`src/rtl/skipseq_pkg.sv`:
```
`timescale 1ns/1ps
package skipseq_pkg;

    localparam int BYTE_W = 8;
    localparam int LEN_W  = 2;

    typedef logic [BYTE_W-1:0] byte_t;
    typedef logic [LEN_W-1:0]  len_t;

    localparam byte_t PREFIX_OPC = 8'hBD;
    localparam len_t  LEN_ONE    = len_t'(1);
    localparam len_t  LEN_TWO    = len_t'(2);
    localparam len_t  LEN_THREE  = len_t'(3);

    typedef enum logic [2:0] {
        K_PLAIN   = 3'd0,
        K_TEST    = 3'd1,
        K_DECSKIP = 3'd2,
        K_RETSKIP = 3'd3,
        K_PREFIX  = 3'd4
    } kind_e;

    typedef struct packed {
        len_t  len;
        kind_e kind;
    } dec_t;

    typedef struct packed {
        logic  valid;
        byte_t data;
        logic  first;
        logic  last;
        logic  squash;
        logic  prefix;
        logic  ovr_v;
        byte_t ovr_addr;
    } out_rec_t;

    // Length and flow class of an opcode byte; first matching arm wins.
    function automatic dec_t decode_op(input byte_t op);
        dec_t d;
        d.len  = LEN_ONE;
        d.kind = K_PLAIN;
        casez (op)
            8'b0010_????,
            8'b0011_????: d.len = LEN_TWO;
            8'b0100_????: d.kind = K_TEST;
            8'h60:        begin d.len = LEN_TWO; d.kind = K_TEST; end
            8'h61:        d.len = LEN_TWO;
            8'b0111_0???: d.kind = K_TEST;
            8'h82, 8'h83,
            8'h88, 8'h89: d.kind = K_TEST;
            8'h8D:        d.kind = K_RETSKIP;
            8'h92, 8'h93,
            8'h99:        begin d.len = LEN_TWO; d.kind = K_TEST; end
            8'b1001_????: d.len = LEN_TWO;
            8'hA9:        begin d.len = LEN_THREE; d.kind = K_TEST; end
            8'hAC, 8'hAD,
            8'hBC:        d.len = LEN_THREE;
            8'hB9:        d.kind = K_TEST;
            PREFIX_OPC:   begin d.len = LEN_TWO; d.kind = K_PREFIX; end
            8'b1100_????: d.kind = K_DECSKIP;
            8'b1101_????: d.len = LEN_TWO;
            default:      ;
        endcase
        return d;
    endfunction

    // Whether a completed, non-squashed instruction skips its successor.
    function automatic logic skip_verdict(input kind_e k, input logic cond);
        case (k)
            K_TEST:    return !cond;
            K_DECSKIP: return cond;
            K_RETSKIP: return 1'b1;
            default:   return 1'b0;
        endcase
    endfunction

endpackage

```
`src/rtl/skipseq_framer.sv`:
```
`timescale 1ns/1ps
module skipseq_framer
    import skipseq_pkg::*;
(
    input  logic  clk,
    input  logic  rst,
    input  logic  in_valid,
    input  byte_t in_byte,
    output logic  is_start,
    output logic  is_end,
    output kind_e kind
);
    dec_t  dec_now;
    len_t  rem_q;
    kind_e kind_q;

    always_comb dec_now = decode_op(in_byte);

    // rem_q counts operand bytes still owed by the current instruction.
    assign is_start = (rem_q == '0);
    assign is_end   = is_start ? (dec_now.len == LEN_ONE) : (rem_q == LEN_ONE);
    assign kind     = is_start ? dec_now.kind : kind_q;

    always_ff @(posedge clk) begin
        if (rst) begin
            rem_q  <= '0;
            kind_q <= K_PLAIN;
        end else if (in_valid) begin
            if (is_start) begin
                rem_q  <= dec_now.len - LEN_ONE;
                kind_q <= dec_now.kind;
            end else begin
                rem_q  <= rem_q - LEN_ONE;
            end
        end
    end

    p_tail_bounded_r1: assert property (@(posedge clk) disable iff (rst)
        (in_valid && !is_start) |-> (rem_q <= LEN_TWO));

    p_tail_steps_r1: assert property (@(posedge clk) disable iff (rst)
        (in_valid && !is_start && !is_end) |=> (rem_q == LEN_ONE));

    p_hold_on_idle_r12: assert property (@(posedge clk) disable iff (rst)
        !in_valid |=> $stable(rem_q));

endmodule

```
`src/rtl/skipseq_skip.sv`:
```
`timescale 1ns/1ps
module skipseq_skip
    import skipseq_pkg::*;
(
    input  logic  clk,
    input  logic  rst,
    input  logic  in_valid,
    input  logic  is_start,
    input  logic  is_end,
    input  kind_e kind,
    input  logic  cond_met,
    output logic  squash
);
    logic skip_q;   // the next instruction must be squashed
    logic pair_q;   // a squashed prefix drags its successor along
    logic sq_q;     // squash state of the instruction in flight
    logic squash_new;

    assign squash_new = skip_q | pair_q;
    assign squash     = is_start ? squash_new : sq_q;

    always_ff @(posedge clk) begin
        if (rst) begin
            skip_q <= 1'b0;
            pair_q <= 1'b0;
            sq_q   <= 1'b0;
        end else if (in_valid) begin
            if (is_start) begin
                sq_q   <= squash_new;
                pair_q <= squash_new && (kind == K_PREFIX);
                if (squash_new) skip_q <= 1'b0;
            end
            if (is_end && !squash) begin
                skip_q <= skip_verdict(kind, cond_met);
            end
        end
    end

    p_pair_from_prefix_r10: assert property (@(posedge clk) disable iff (rst)
        $rose(pair_q) |-> $past(in_valid && is_start && kind == K_PREFIX));

    p_pend_exclusive_r10: assert property (@(posedge clk) disable iff (rst)
        !(skip_q && pair_q));

    p_squashed_no_verdict_r6: assert property (@(posedge clk) disable iff (rst)
        (in_valid && is_end && squash && !is_start) |=> !skip_q);

endmodule

```
`src/rtl/skipseq_ovr.sv`:
```
`timescale 1ns/1ps
module skipseq_ovr
    import skipseq_pkg::*;
(
    input  logic  clk,
    input  logic  rst,
    input  logic  in_valid,
    input  logic  is_start,
    input  logic  is_end,
    input  kind_e kind,
    input  logic  squash,
    input  byte_t in_byte,
    output logic  ovr_v,
    output byte_t ovr_addr
);
    logic  arm_q;        // an override waits for the next instruction
    byte_t arm_addr_q;
    logic  act_q;        // override applies to the instruction in flight
    byte_t act_addr_q;
    logic  take_now;

    assign take_now = arm_q && (kind != K_PREFIX) && !squash;
    assign ovr_v    = is_start ? take_now : act_q;
    assign ovr_addr = ovr_v ? (is_start ? arm_addr_q : act_addr_q) : '0;

    always_ff @(posedge clk) begin
        if (rst) begin
            arm_q      <= 1'b0;
            arm_addr_q <= '0;
            act_q      <= 1'b0;
            act_addr_q <= '0;
        end else if (in_valid) begin
            if (is_start) begin
                act_q      <= take_now;
                act_addr_q <= arm_addr_q;
                if (kind != K_PREFIX) arm_q <= 1'b0;
            end
            if ((kind == K_PREFIX) && is_end && !squash) begin
                arm_q      <= 1'b1;
                arm_addr_q <= in_byte;
            end
        end
    end

    p_arm_from_prefix_r7: assert property (@(posedge clk) disable iff (rst)
        $rose(arm_q) |-> $past(in_valid && kind == K_PREFIX && !squash));

    p_single_use_r8: assert property (@(posedge clk) disable iff (rst)
        (in_valid && is_start && kind != K_PREFIX) |=> !arm_q);

endmodule

```
`src/rtl/skip_prefix_seq.sv`:
```
`timescale 1ns/1ps
module skip_prefix_seq
    import skipseq_pkg::*;
(
    input  logic       clk,
    input  logic       rst,
    input  logic       fb_valid,
    input  logic [7:0] fb_byte,
    input  logic       cond_met,
    output logic       ob_valid,
    output logic [7:0] ob_byte,
    output logic       ob_first,
    output logic       ob_last,
    output logic       ob_squash,
    output logic       ob_prefix,
    output logic       ovr_valid,
    output logic [7:0] ovr_addr
);
    logic     is_start, is_end, squash, ov_v;
    kind_e    kind;
    byte_t    ov_addr;
    out_rec_t rec_q;

    skipseq_framer u_framer (
        .clk      (clk),
        .rst      (rst),
        .in_valid (fb_valid),
        .in_byte  (fb_byte),
        .is_start (is_start),
        .is_end   (is_end),
        .kind     (kind)
    );

    skipseq_skip u_skip (
        .clk      (clk),
        .rst      (rst),
        .in_valid (fb_valid),
        .is_start (is_start),
        .is_end   (is_end),
        .kind     (kind),
        .cond_met (cond_met),
        .squash   (squash)
    );

    skipseq_ovr u_ovr (
        .clk      (clk),
        .rst      (rst),
        .in_valid (fb_valid),
        .is_start (is_start),
        .is_end   (is_end),
        .kind     (kind),
        .squash   (squash),
        .in_byte  (fb_byte),
        .ovr_v    (ov_v),
        .ovr_addr (ov_addr)
    );

    always_ff @(posedge clk) begin
        if (rst) begin
            rec_q <= '0;
        end else begin
            rec_q.valid    <= fb_valid;
            rec_q.data     <= fb_byte;
            rec_q.first    <= is_start;
            rec_q.last     <= is_end;
            rec_q.squash   <= squash;
            rec_q.prefix   <= (kind == K_PREFIX);
            rec_q.ovr_v    <= ov_v;
            rec_q.ovr_addr <= ov_addr;
        end
    end

    assign ob_valid  = rec_q.valid;
    assign ob_byte   = rec_q.data;
    assign ob_first  = rec_q.first;
    assign ob_last   = rec_q.last;
    assign ob_squash = rec_q.squash;
    assign ob_prefix = rec_q.prefix;
    assign ovr_valid = rec_q.ovr_v;
    assign ovr_addr  = rec_q.ovr_addr;

    // Output-side history used only by the assertions below.
    logic  hist_closed, hist_sq, hist_ov;
    byte_t hist_addr;
    always_ff @(posedge clk) begin
        if (rst) begin
            hist_closed <= 1'b1;
            hist_sq     <= 1'b0;
            hist_ov     <= 1'b0;
            hist_addr   <= '0;
        end else if (ob_valid) begin
            hist_closed <= ob_last;
            hist_sq     <= ob_squash;
            hist_ov     <= ovr_valid;
            hist_addr   <= ovr_addr;
        end
    end

    p_frame_order_r1: assert property (@(posedge clk) disable iff (rst)
        (ob_valid && ob_first) |-> hist_closed);

    p_whole_squash_r6: assert property (@(posedge clk) disable iff (rst)
        (ob_valid && !ob_first) |-> (ob_squash == hist_sq));

    p_ovr_steady_r7: assert property (@(posedge clk) disable iff (rst)
        (ob_valid && !ob_first) |-> (ovr_valid == hist_ov && ovr_addr == hist_addr));

    p_prefix_bare_r7: assert property (@(posedge clk) disable iff (rst)
        (ob_valid && ob_prefix) |-> !ovr_valid);

endmodule

```
`config.mk`:
```
export PLATFORM = sky130hd
export DESIGN_NAME = skip_prefix_seq
export DESIGN_NICKNAME = d
export VERILOG_FILES = /design/src/rtl/skipseq_pkg.sv /design/src/rtl/skipseq_framer.sv /design/src/rtl/skipseq_skip.sv /design/src/rtl/skipseq_ovr.sv /design/src/rtl/skip_prefix_seq.sv
export SDC_FILE = /design/constraint.sdc
export NUM_CORES = 1
export LEC_CHECK = 0
export ABC_CLOCK_PERIOD_IN_PS = 3600
export CORE_MARGIN = 2
export CORE_UTILIZATION = 60
export DETAILED_ROUTE_END_ITERATION = 12
export DONT_BUFFER_PORTS = 1
export HOLD_SLACK_MARGIN = 0.03
export PLACE_DENSITY = 0.76
export SLEW_MARGIN = 15
export SYNTH_ARGS = -nofsm -noshare
export SYNTH_HDL_FRONTEND = slang
export SYNTH_SLANG_ARGS = --single-unit
```
`constraint.sdc`:
```
create_clock -name clk -period 3.6 [get_ports clk]
set_input_delay 0.72 -clock clk [delete_from_list [all_inputs] [get_ports clk]]
set_output_delay 0.72 -clock clk [all_outputs]
set_load 0.1 [all_outputs]
```
Yosys cells after proc, flatten, opt, wreduce, memory -nomap -nowiden
Index checks and enable logic that the tools add are counted.
{ "op_classes": {"add_sub_neg": 2, "eq_ne": 30, "n_mux": 17, "bitwise_logic": 2, "n_reduce_logical": 25} }
{ "op_table": {"columns": ["op", "count"], "rows": [
  ["$eq A8 B8 Y1 const B", 14],
  ["$pmux W3 S3", 2],
  ["$eq A8 B7 Y1 const B", 2],
  ["$reduce_or A7 Y1", 2],
  ["$eq A4 B4 Y1 const B", 3],
  ["$reduce_or A10 Y1", 1],
  ["$mux W1", 9],
  ["$eq A4 B2 Y1 const B", 2],
  ["$mux W8", 1],
  ["$pmux W2 S2", 2],
  ["$reduce_bool A2 Y1", 4],
  ["$eq A3 B2 Y1 const B", 2],
  ["$logic_and A1 B1 Y1", 6],
  ["$reduce_and A3 Y1", 2],
  ["$reduce_or A3 Y1", 2],
  ["$eq A5 B4 Y1 const B", 1],
  ["$eq A2 B1 Y1 const B", 2],
  ["$eq A4 B3 Y1 const B", 1],
  ["$reduce_and A2 Y1", 2],
  ["$reduce_or A2 Y1", 2],
  ["$reduce_or A4 Y1", 1],
  ["$sub A2 B1 Y2 const B", 2],
  ["$eq A3 B1 Y1 const B", 1],
  ["$eq A3 B3 Y1 const B", 1],
  ["8 further kinds", 9]
]} }
{ "word_totals": {"ff_bits": 48, "in_bits": 12, "out_inout_bits": 22, "wordCells": 93} }

Longest topological paths before layout
Gate-level depths: netlist of the first run.
{ "logic_depth": {"ltp_word": 11, "depth_mapped": 11, "ltp_nobuf": 9} }

By module
From an unflattened synthesis of the first run, not the netlist that was laid out.
{ "hier_totals": {"hier_cells": 220, "hier_area_um2": 2053.2} }
{ "modules_own_cells": {"columns": ["mod", "n_inst", "cells_per_inst", "area_each_um2", "seq_area_each_um2"], "rows": [
  ["skipseq_ovr", 1, 92, 808.3, 360.3],
  ["skip_prefix_seq", 1, 46, 611.8, 440.4],
  ["skipseq_framer", 1, 63, 476.7, 100.1],
  ["skipseq_skip", 1, 19, 156.4, 60.1]
]} }

Worst setup path after synthesis of the first run
Ideal clock, no wire load.
{ "synth_timing": {"path_kind": "input to register", "startpoint": "in fb_byte[6]", "endpoint": "reg u_ovr.arm_addr_q[4]", "setup_time_ns": 0.121, "t_arrival_ns": 2.646, "required_ns": 3.479, "setup_slack_ns": 0.832, "cell_stages": 10, "path_buffers": 1, "path_cell_list": "and4bb_2 > a41oi_1 > o21ai_0 > a31oi_1 > ha_1 > nor4b_1 > o21bai_1 > a2111o_1 > buf_6 > mux2_4"} }
{ "synth_between": {"elab_chain_len": 9, "elab_cells_between_ends": 41, "classes_between": "eq/ne (25); mux (6); reduce/logical (10)"} }
{ "synth_rtl": {"columns": ["element", "line", "text"], "rows": [
  ["start, declared", "skip_prefix_seq.sv:8", "input logic [7:0] fb_byte,"],
  ["$eq A8 B8 Y1 / $eq A4 B4 Y1 (equally long branches)", "skipseq_pkg.sv:44", "casez (op)"],
  ["$reduce_or A2 Y1 (no line), or another cell as far along", null, null],
  ["$pmux W3 S3 / $pmux W2 S2 (equally long branches) (2 in a row)", "skipseq_pkg.sv:44", null],
  ["$mux W3 / $eq A2 B1 Y1 (equally long branches)", "skipseq_framer.sv:22, skipseq_framer.sv:21", null],
  ["$eq A3 B3 Y1 / $mux W1 (equally long branches)", "skipseq_ovr.sv:38, skipseq_framer.sv:21", null],
  ["$logic_and A1 B1 Y1 (*) (2 in a row)", "skipseq_ovr.sv:38", "if ((kind == K_PREFIX) && is_end && !squash) begin"],
  ["$reduce_and A2 Y1 (no line) (*)", null, null],
  ["end signal, assigned", "skipseq_ovr.sv:40", "arm_addr_q <= in_byte;"],
  ["end, declared", "skipseq_ovr.sv:17", "byte_t arm_addr_q;"]
]} }
Every way passes the cells marked *; elsewhere a longest branch is shown, timed or not.
A chain may end at the register's enable or synchronous reset.

Worst setup path after layout of the first run
{ "layout_timing": {"startpoint": "in fb_byte[6]", "endpoint": "reg u_ovr.arm_addr_q[6]"} }
{ "layout_between": {"elab_chain_len": 9, "elab_cells_between_ends": 41, "classes_between": "eq/ne (25); mux (6); reduce/logical (10)"} }
{ "layout_rtl": {"columns": ["element", "line"], "rows": [
  ["$eq A8 B8 Y1 / $eq A4 B4 Y1 (equally long branches)", "skipseq_pkg.sv:44"],
  ["$reduce_or A2 Y1 (no line), or another cell as far along", null],
  ["$pmux W3 S3 / $pmux W2 S2 (equally long branches) (2 in a row)", "skipseq_pkg.sv:44"],
  ["$mux W3 / $eq A2 B1 Y1 (equally long branches)", "skipseq_framer.sv:22, skipseq_framer.sv:21"],
  ["$eq A3 B3 Y1 / $mux W1 (equally long branches)", "skipseq_ovr.sv:38, skipseq_framer.sv:21"],
  ["$logic_and A1 B1 Y1 (2 in a row)", "skipseq_ovr.sv:38"],
  ["$reduce_and A2 Y1 (no line)", null]
]} }
Several ways; a longest one is shown, not always the timed one.

==> results of run 1 <==
worst register-to-register path: stages, from the launching register on:
cell and delay [ns]:
dfxtp_1 0.52, or2_1 0.34, nand2b_1 0.23, and3_1 0.26, a2111o_1 0.61, mux2_4 0.37
power groups by stage:
stage	sequential (W)	combinational, W	clock [W]
2_1_floorplan	0.000629	0.0000725	0
3_3_place_gp	0.000633	0.0000742	0
3_5_place_dp	0.000633	0.0000749	0
4_1_cts	0.000621	0.0000762	0.000296
5_1_grt	0.000623	0.0000831	0.000320
6_report	0.000621	0.0000769	0.000291
routing by layer:
layer,global-route usage,up-vias,share of wire
li1,-,747,-
met1,0.2920,735,0.43
met2,0.3744,51,0.49
met3,0.07773,13,0.056
met4,0.1155,0,0.024
met5,0,-,0
through the flow:
| step | utilization | power, W |
|---|---|---|
| 6_report | 0.6597 | 0.0009886 |
| 5_1_grt | 0.6597 | 0.001027 |
| 4_1_cts | 0.6597 | 0.0009936 |
| 3_5_place_dp | 0.6379 | 0.0007080 |
| 3_3_place_gp | 0.6379 | 0.0007071 |
| 2_1_floorplan | - | 0.0007018 |
flip-flops by register name (all words and copies together) (netlist names), 2 cells and up:
signal / cells
u_ovr.arm_addr_q: 8
u_framer.rem_q: 2
u_framer.kind_q: 3
ob_byte: 8
u_ovr.act_addr_q: 8
ovr_addr: 8
synth_stat cells (2+ instances only):
library cell	instances	area share
dfxtp_1	48	0.48
nand2_1	26	0.049
a21oi_1	16	0.040
nor2_1	16	0.030
nand2b_1	14	0.044
nor2b_1	12	0.038
inv_1	8	0.015
o21ai_0	8	0.020
clkbuf_1	6	0.011
a22o_1	5	0.022
a211oi_1	4	0.015
mux2_4	4	0.030
mux2i_1	4	0.020
nand3b_1	4	0.015
nor3_1	3	0.0076
a31oi_1	2	0.0063
and3_1	2	0.0063
buf_1	2	0.0038
buf_2	2	0.0050
buf_6	2	0.011
nand4_1	2	0.0063
nor4b_1	2	0.0088
o211ai_1	2	0.0076
o21bai_1	2	0.0076
cell type report:
type | instances | area, um2
tap | 44 | 55.05
clock inverter | 1 | 30.03
clock buffer | 5 | 37.54
sequential | 48 | 960.9
fill | 280 | 1056
multi-input combinational | 149 | 933.4
inverter | 8 | 30.03
kinds of logic (layout without fill, tap and decap cells):
group / count (synthesis) / in the layout / share of synthesized area
AND/OR/NAND/NOR: 90 / 90 / 0.2437
buffers and inverters: 20 / 14 / 0.04660
AO/OA/AOI/OAI: 50 / 50 / 0.1694
adder cells (fa/ha/maj): 1 / 1 / 0.006296
multiplexers: 8 / 8 / 0.05038
flip-flops: 48 / 48 / 0.4836
worst paths after layout:
path | startpoint | to | slack [ns] | depth (start not counted)
worst min register to register | u_ovr.act_addr_q[2]$_SDFFE_PP0P_ | u_ovr.act_addr_q[2]$_SDFFE_PP0P_ | 0.46 | 2
worst max-delay path | fb_byte[6] | u_ovr.arm_addr_q[6]$_SDFFE_PP0P_ | 0.84 | 9
worst min-delay path | rst | u_framer.kind_q[2]$_SDFFE_PP0P_ | 0.42 | 1
worst max register to register | u_framer.rem_q[0]$_SDFFE_PP0P_ | u_ovr.arm_addr_q[6]$_SDFFE_PP0P_ | 1.17 | 5
==> run_results.csv, run 1 <==
group,metric,value,unit
route,first_pass_iters,5,
yosys,synth_seq_cells,48,
place,io_buffer_count,0,
yosys,netlist_area,0.001987,mm2
global_route,grt_pass1_wl,6437,um
power,p_leak,0.7950,nW
worst_setup_path,crit_required,3.85,ns
yosys,synth_nets,230,
yosys,async_reset_ff_frac,0,
clock_tree,cts_tree,"built",
finish,final_layout_size_suffix_gt1_frac,0.07109,
clock_tree,hold_buffers,0,
finish,final_common_cell,"dfxtp_1",
clock_tree,clock_path_buffers,2,
job,drv_cap,0,
sta,finalCritPeriodShare,0.7665,
sta,period_needed,2.760,ns
power,swShare,0.2758,
floorplan,core_area,0.003103,mm2
sta,setup_viol,0,
floorplan,placementRows,20,
worst_setup_path,cp_max_fo,9,
floorplan,die_w,61.55,um
clock_tree,cts_setup_buffers,0,
yosys,ys_types,45,
sta,tightest_slew,0.9414,ns
finish,final_cell_mix,"dfxtp_1, nand2_1, nor2_1, a21oi_1, nand2b_1",
yosys,yosysSeqAreaShare,0.4836,
yosys,yosys_warnings,0,
finish,fin_cells,255,
worst_setup_path,slowest_stage,"a2111o_1",
power,p_clk_frac,0.294,
place,dpl_cell_area,0.001979,mm2
route,vias,1546,
route,drt_iter0_drc,72,
sta,setup_tns,0,ns
power,power_density,482.9,mW/mm2
place,place.gp.congestion,0.8663,
global_route,overflow,0,
power,seqPwrFrac,0.628,
finish,synthToLayoutAreaGrowth,3.022,%
sta,hold_viol,0,
worst_setup_path,arrival,3.01,ns
clock_tree,clkTransAtPathRegs,0.12,ns
route,drc_errors,0,
floorplan,start_util,0.6403,
power,power.internal,0.0007159,W
worst_setup_path,end_kind,"flip-flop",
yosys,syn_avg_cell_area,9.156,um2
place,placed_cells,249,
worst_setup_path,crit_type,"input port to flip-flop",
floorplan,io_pins,34,
route,wl_per_cell,15.73,um
power,p_sw,0.0002727,W
global_route,grt_max_degree,45,
global_route,track_usage,0.2375,
sta,hold_ws,0.4196,ns
worst_hold_path,hold_path_class,"input port to flip-flop",
power,p_comb_frac,0.078,
worst_setup_path,cp_num_buf_inv,0,
sta,setup_slack,0.8405,ns
place,post-place-ws,0.4823,ns
worst_setup_path,critPathLaunchType,"input port",
sta,slew_violations,0,
finish,final_nets,225,
place,hpwl,2812,um
floorplan,die_h,61.55,um
yosys,synth_edf_count,0,
clock_tree,clk_latency,0.35,ns
finish,final_area,0.002047,mm2
sta,worst_clock_skew,0.005943,ns
clock_tree,htreeDepth,2,
global_route,grt_pass1_vias,1370,
sta,rsz0062_at_grt,"no",
route,ant_nets,0,
clock_tree,clock-sinks,48,
global_route,antenna_found_initial,0,
worst_setup_path,path_cells,"and4bb_2, a41oi_1, o21ai_0, a31oi_1, ha_1, nor4b_1, o21bai_1, a2111o_1, mux2_4",
sta,slew_headroom,0.3716,
floorplan,die-area,0.003788,mm2
clock_tree,post_cts_resized,0,
power,peakVddDrop,0.0002538,V
run_status,run_status,"finished, final reports clean",
route,wl,4011,um
clock_tree,clock-root-buffer,"clkbuf_4",
worst_setup_path,slowest_delay,0.51,ns
sta,max_clock_freq,0.3624,GHz
yosys,synth_flop_cell,"dfxtp_1",
worst_setup_path,critPathTopFamily,"compound AO/OA/AOI/OAI gates",
route,post_drt_via_cell_ratio,6.063,
finish,insertedDiodeCount,0,
clock_tree,numCtsBuffers,5,
yosys,synth_cells,217,
Power figures use the tool's default switching activity.
==> run 2: changes to the inputs <==
--- a/config.mk
+++ b/config.mk
@@ -5,13 +5,13 @@
 export SDC_FILE = /design/constraint.sdc
 export NUM_CORES = 1
 export LEC_CHECK = 0
-export ABC_CLOCK_PERIOD_IN_PS = 3600
+export ABC_CLOCK_PERIOD_IN_PS = 2300
 export CORE_MARGIN = 2
-export CORE_UTILIZATION = 60
+export CORE_UTILIZATION = 55
 export DETAILED_ROUTE_END_ITERATION = 12
 export DONT_BUFFER_PORTS = 1
 export HOLD_SLACK_MARGIN = 0.03
-export PLACE_DENSITY = 0.76
+export PLACE_DENSITY = 0.73
 export SLEW_MARGIN = 15
 export SYNTH_ARGS = -nofsm -noshare
 export SYNTH_HDL_FRONTEND = slang
==> constraint.sdc (replaced) <==
create_clock -name clk -period 2.3 [get_ports clk]
set_input_delay 0.46 -clock clk [delete_from_list [all_inputs] [get_ports clk]]
set_output_delay 0.46 -clock clk [all_outputs]
set_load 0.1 [all_outputs]
==> run_results.csv, run 2 (synthesis results as in run 1) <==
group,metric,value,unit
finish,synthToLayoutAreaGrowth,16.12,%
worst_setup_path,cp_max_fo,8,
clock_tree,clock-sinks,48,
power,peakVddDrop,0.0005756,V
route,drt_iter0_drc,66,
sta,hold_viol,0,
place,io_buffer_count,0,
sta,slew_headroom,0.6314,
place,hpwl,2992,um
finish,insertedDiodeCount,0,
global_route,antenna_found_initial,0,
clock_tree,clock_path_buffers,2,
route,vias,1618,
clock_tree,clkTransAtPathRegs,0.13,ns
clock_tree,numCtsBuffers,5,
sta,finalCritPeriodShare,0.9285,
clock_tree,post_cts_resized,0,
place,post-place-ws,-0.2165,ns
sta,tightest_slew,0.5509,ns
clock_tree,cts_tree,"built",
sta,setup_slack,0.1645,ns
sta,setup_tns,0,ns
route,first_pass_iters,5,
worst_setup_path,crit_type,"input port to flip-flop",
worst_setup_path,arrival,2.41,ns
route,post_drt_via_cell_ratio,5.599,
global_route,grt_pass1_vias,1528,
sta,max_clock_freq,0.4683,GHz
sta,worst_clock_skew,0.006389,ns
global_route,grt_max_degree,45,
run_status,run_status,"finished, final reports clean",
floorplan,start_util,0.5817,
finish,final_nets,255,
clock_tree,hold_buffers,0,
sta,rsz0062_at_grt,"no",
place,place.gp.congestion,0.8652,
finish,final_layout_size_suffix_gt1_frac,0.2099,
sta,setup_viol,0,
floorplan,placementRows,21,
global_route,track_usage,0.2102,
floorplan,die-area,0.004109,mm2
job,drv_cap,0,
floorplan,die_w,64.11,um
power,power_density,705.5,mW/mm2
clock_tree,clk_latency,0.37,ns
route,wl,4084,um
sta,slew_violations,0,
global_route,overflow,0,
worst_hold_path,hold_path_class,"input port to flip-flop",
clock_tree,htreeDepth,2,
floorplan,die_h,64.11,um
global_route,grt_pass1_wl,6637,um
floorplan,core_area,0.003416,mm2
finish,final_common_cell,"dfxtp_1",
route,drc_errors,0,
clock_tree,cts_setup_buffers,0,
clock_tree,clock-root-buffer,"clkbuf_4",
worst_setup_path,critPathLaunchType,"input port",
finish,final_cell_mix,"dfxtp_1, buf_4, nand2_1",
worst_setup_path,end_kind,"flip-flop",
worst_setup_path,crit_required,2.57,ns
route,ant_nets,0,
route,wl_per_cell,14.13,um
sta,period_needed,2.135,ns
power,p_leak,0.9569,nW
floorplan,io_pins,34,
## run 2: cell type report
| cell class | instances | area, um2 |
|---|---|---|
| Clock inverter | 3 | 42.54 |
| Fill cell | 299 | 1109 |
| Inverter | 8 | 30.03 |
| Tap cell | 46 | 57.56 |
| Multi-Input combinational cell | 149 | 953.4 |
| Timing Repair Buffer | 30 | 225.2 |
| Sequential cell | 48 | 960.9 |
| Clock buffer | 5 | 37.54 |
## run 2: power by group
part | total [W] | internal (W) | switching (W)
logic | 0.000267 | 0.0000845 | 0.000183
clock network | 0.000493 | 0.000227 | 0.000266
registers | 0.000868 | 0.000854 | 0.0000140
total | 0.00163 | 0.00116 | 0.000463
## run 2: final timing paths
kind / start / endpoint / slack (ns) / depth (start not counted)
setup / recovery: fb_byte[6] / u_ovr.arm_addr_q[5]$_SDFFE_PP0P_ / 0.16 / 9
hold / removal: rst / u_ovr.act_addr_q[6]$_SDFFE_PP0P_ / 0.14 / 1
setup reg to reg: u_framer.rem_q[0]$_SDFFE_PP0P_ / u_ovr.arm_addr_q[5]$_SDFFE_PP0P_ / 0.20 / 5
hold reg to reg: u_ovr.arm_addr_q[2]$_SDFFE_PP0P_ / u_ovr.act_addr_q[2]$_SDFFE_PP0P_ / 0.46 / 2
## run 2: critical path: stages
cell      delay (ns)
and4bb_2        0.24
a41oi_2         0.21
o21ai_2         0.09
a31oi_1         0.15
ha_2            0.21
nor4b_2         0.18
o21bai_1        0.11
a2111o_1        0.42
mux2_4          0.33
## run 2: metrics by stage
step / power, W / area [um2] / utilization / hold WS, ns / std cells
finish: 0.001628 / 2307 / 0.6755 / 0.1429 / 289
detailed placement: 0.001152 / 2227 / 0.6520 / 0.4456 / 281
floorplan: 0.001103 / 2008 / - / 0.4249 / 217
global placement: 0.001148 / 2227 / 0.6520 / 0.4357 / 281
global route: 0.001685 / 2307 / 0.6755 / 0.1131 / 289
CTS: 0.001631 / 2307 / 0.6755 / 0.1325 / 289
## run 2: metal layers
metal	wire length [um]	up-vias	global-route usage
met1	1742	740	0.2517
met4	91	0	0.1170
met3	317	10	0.07042
met2	1932	61	0.3307
li1	-	807	-
met5	0	-	0
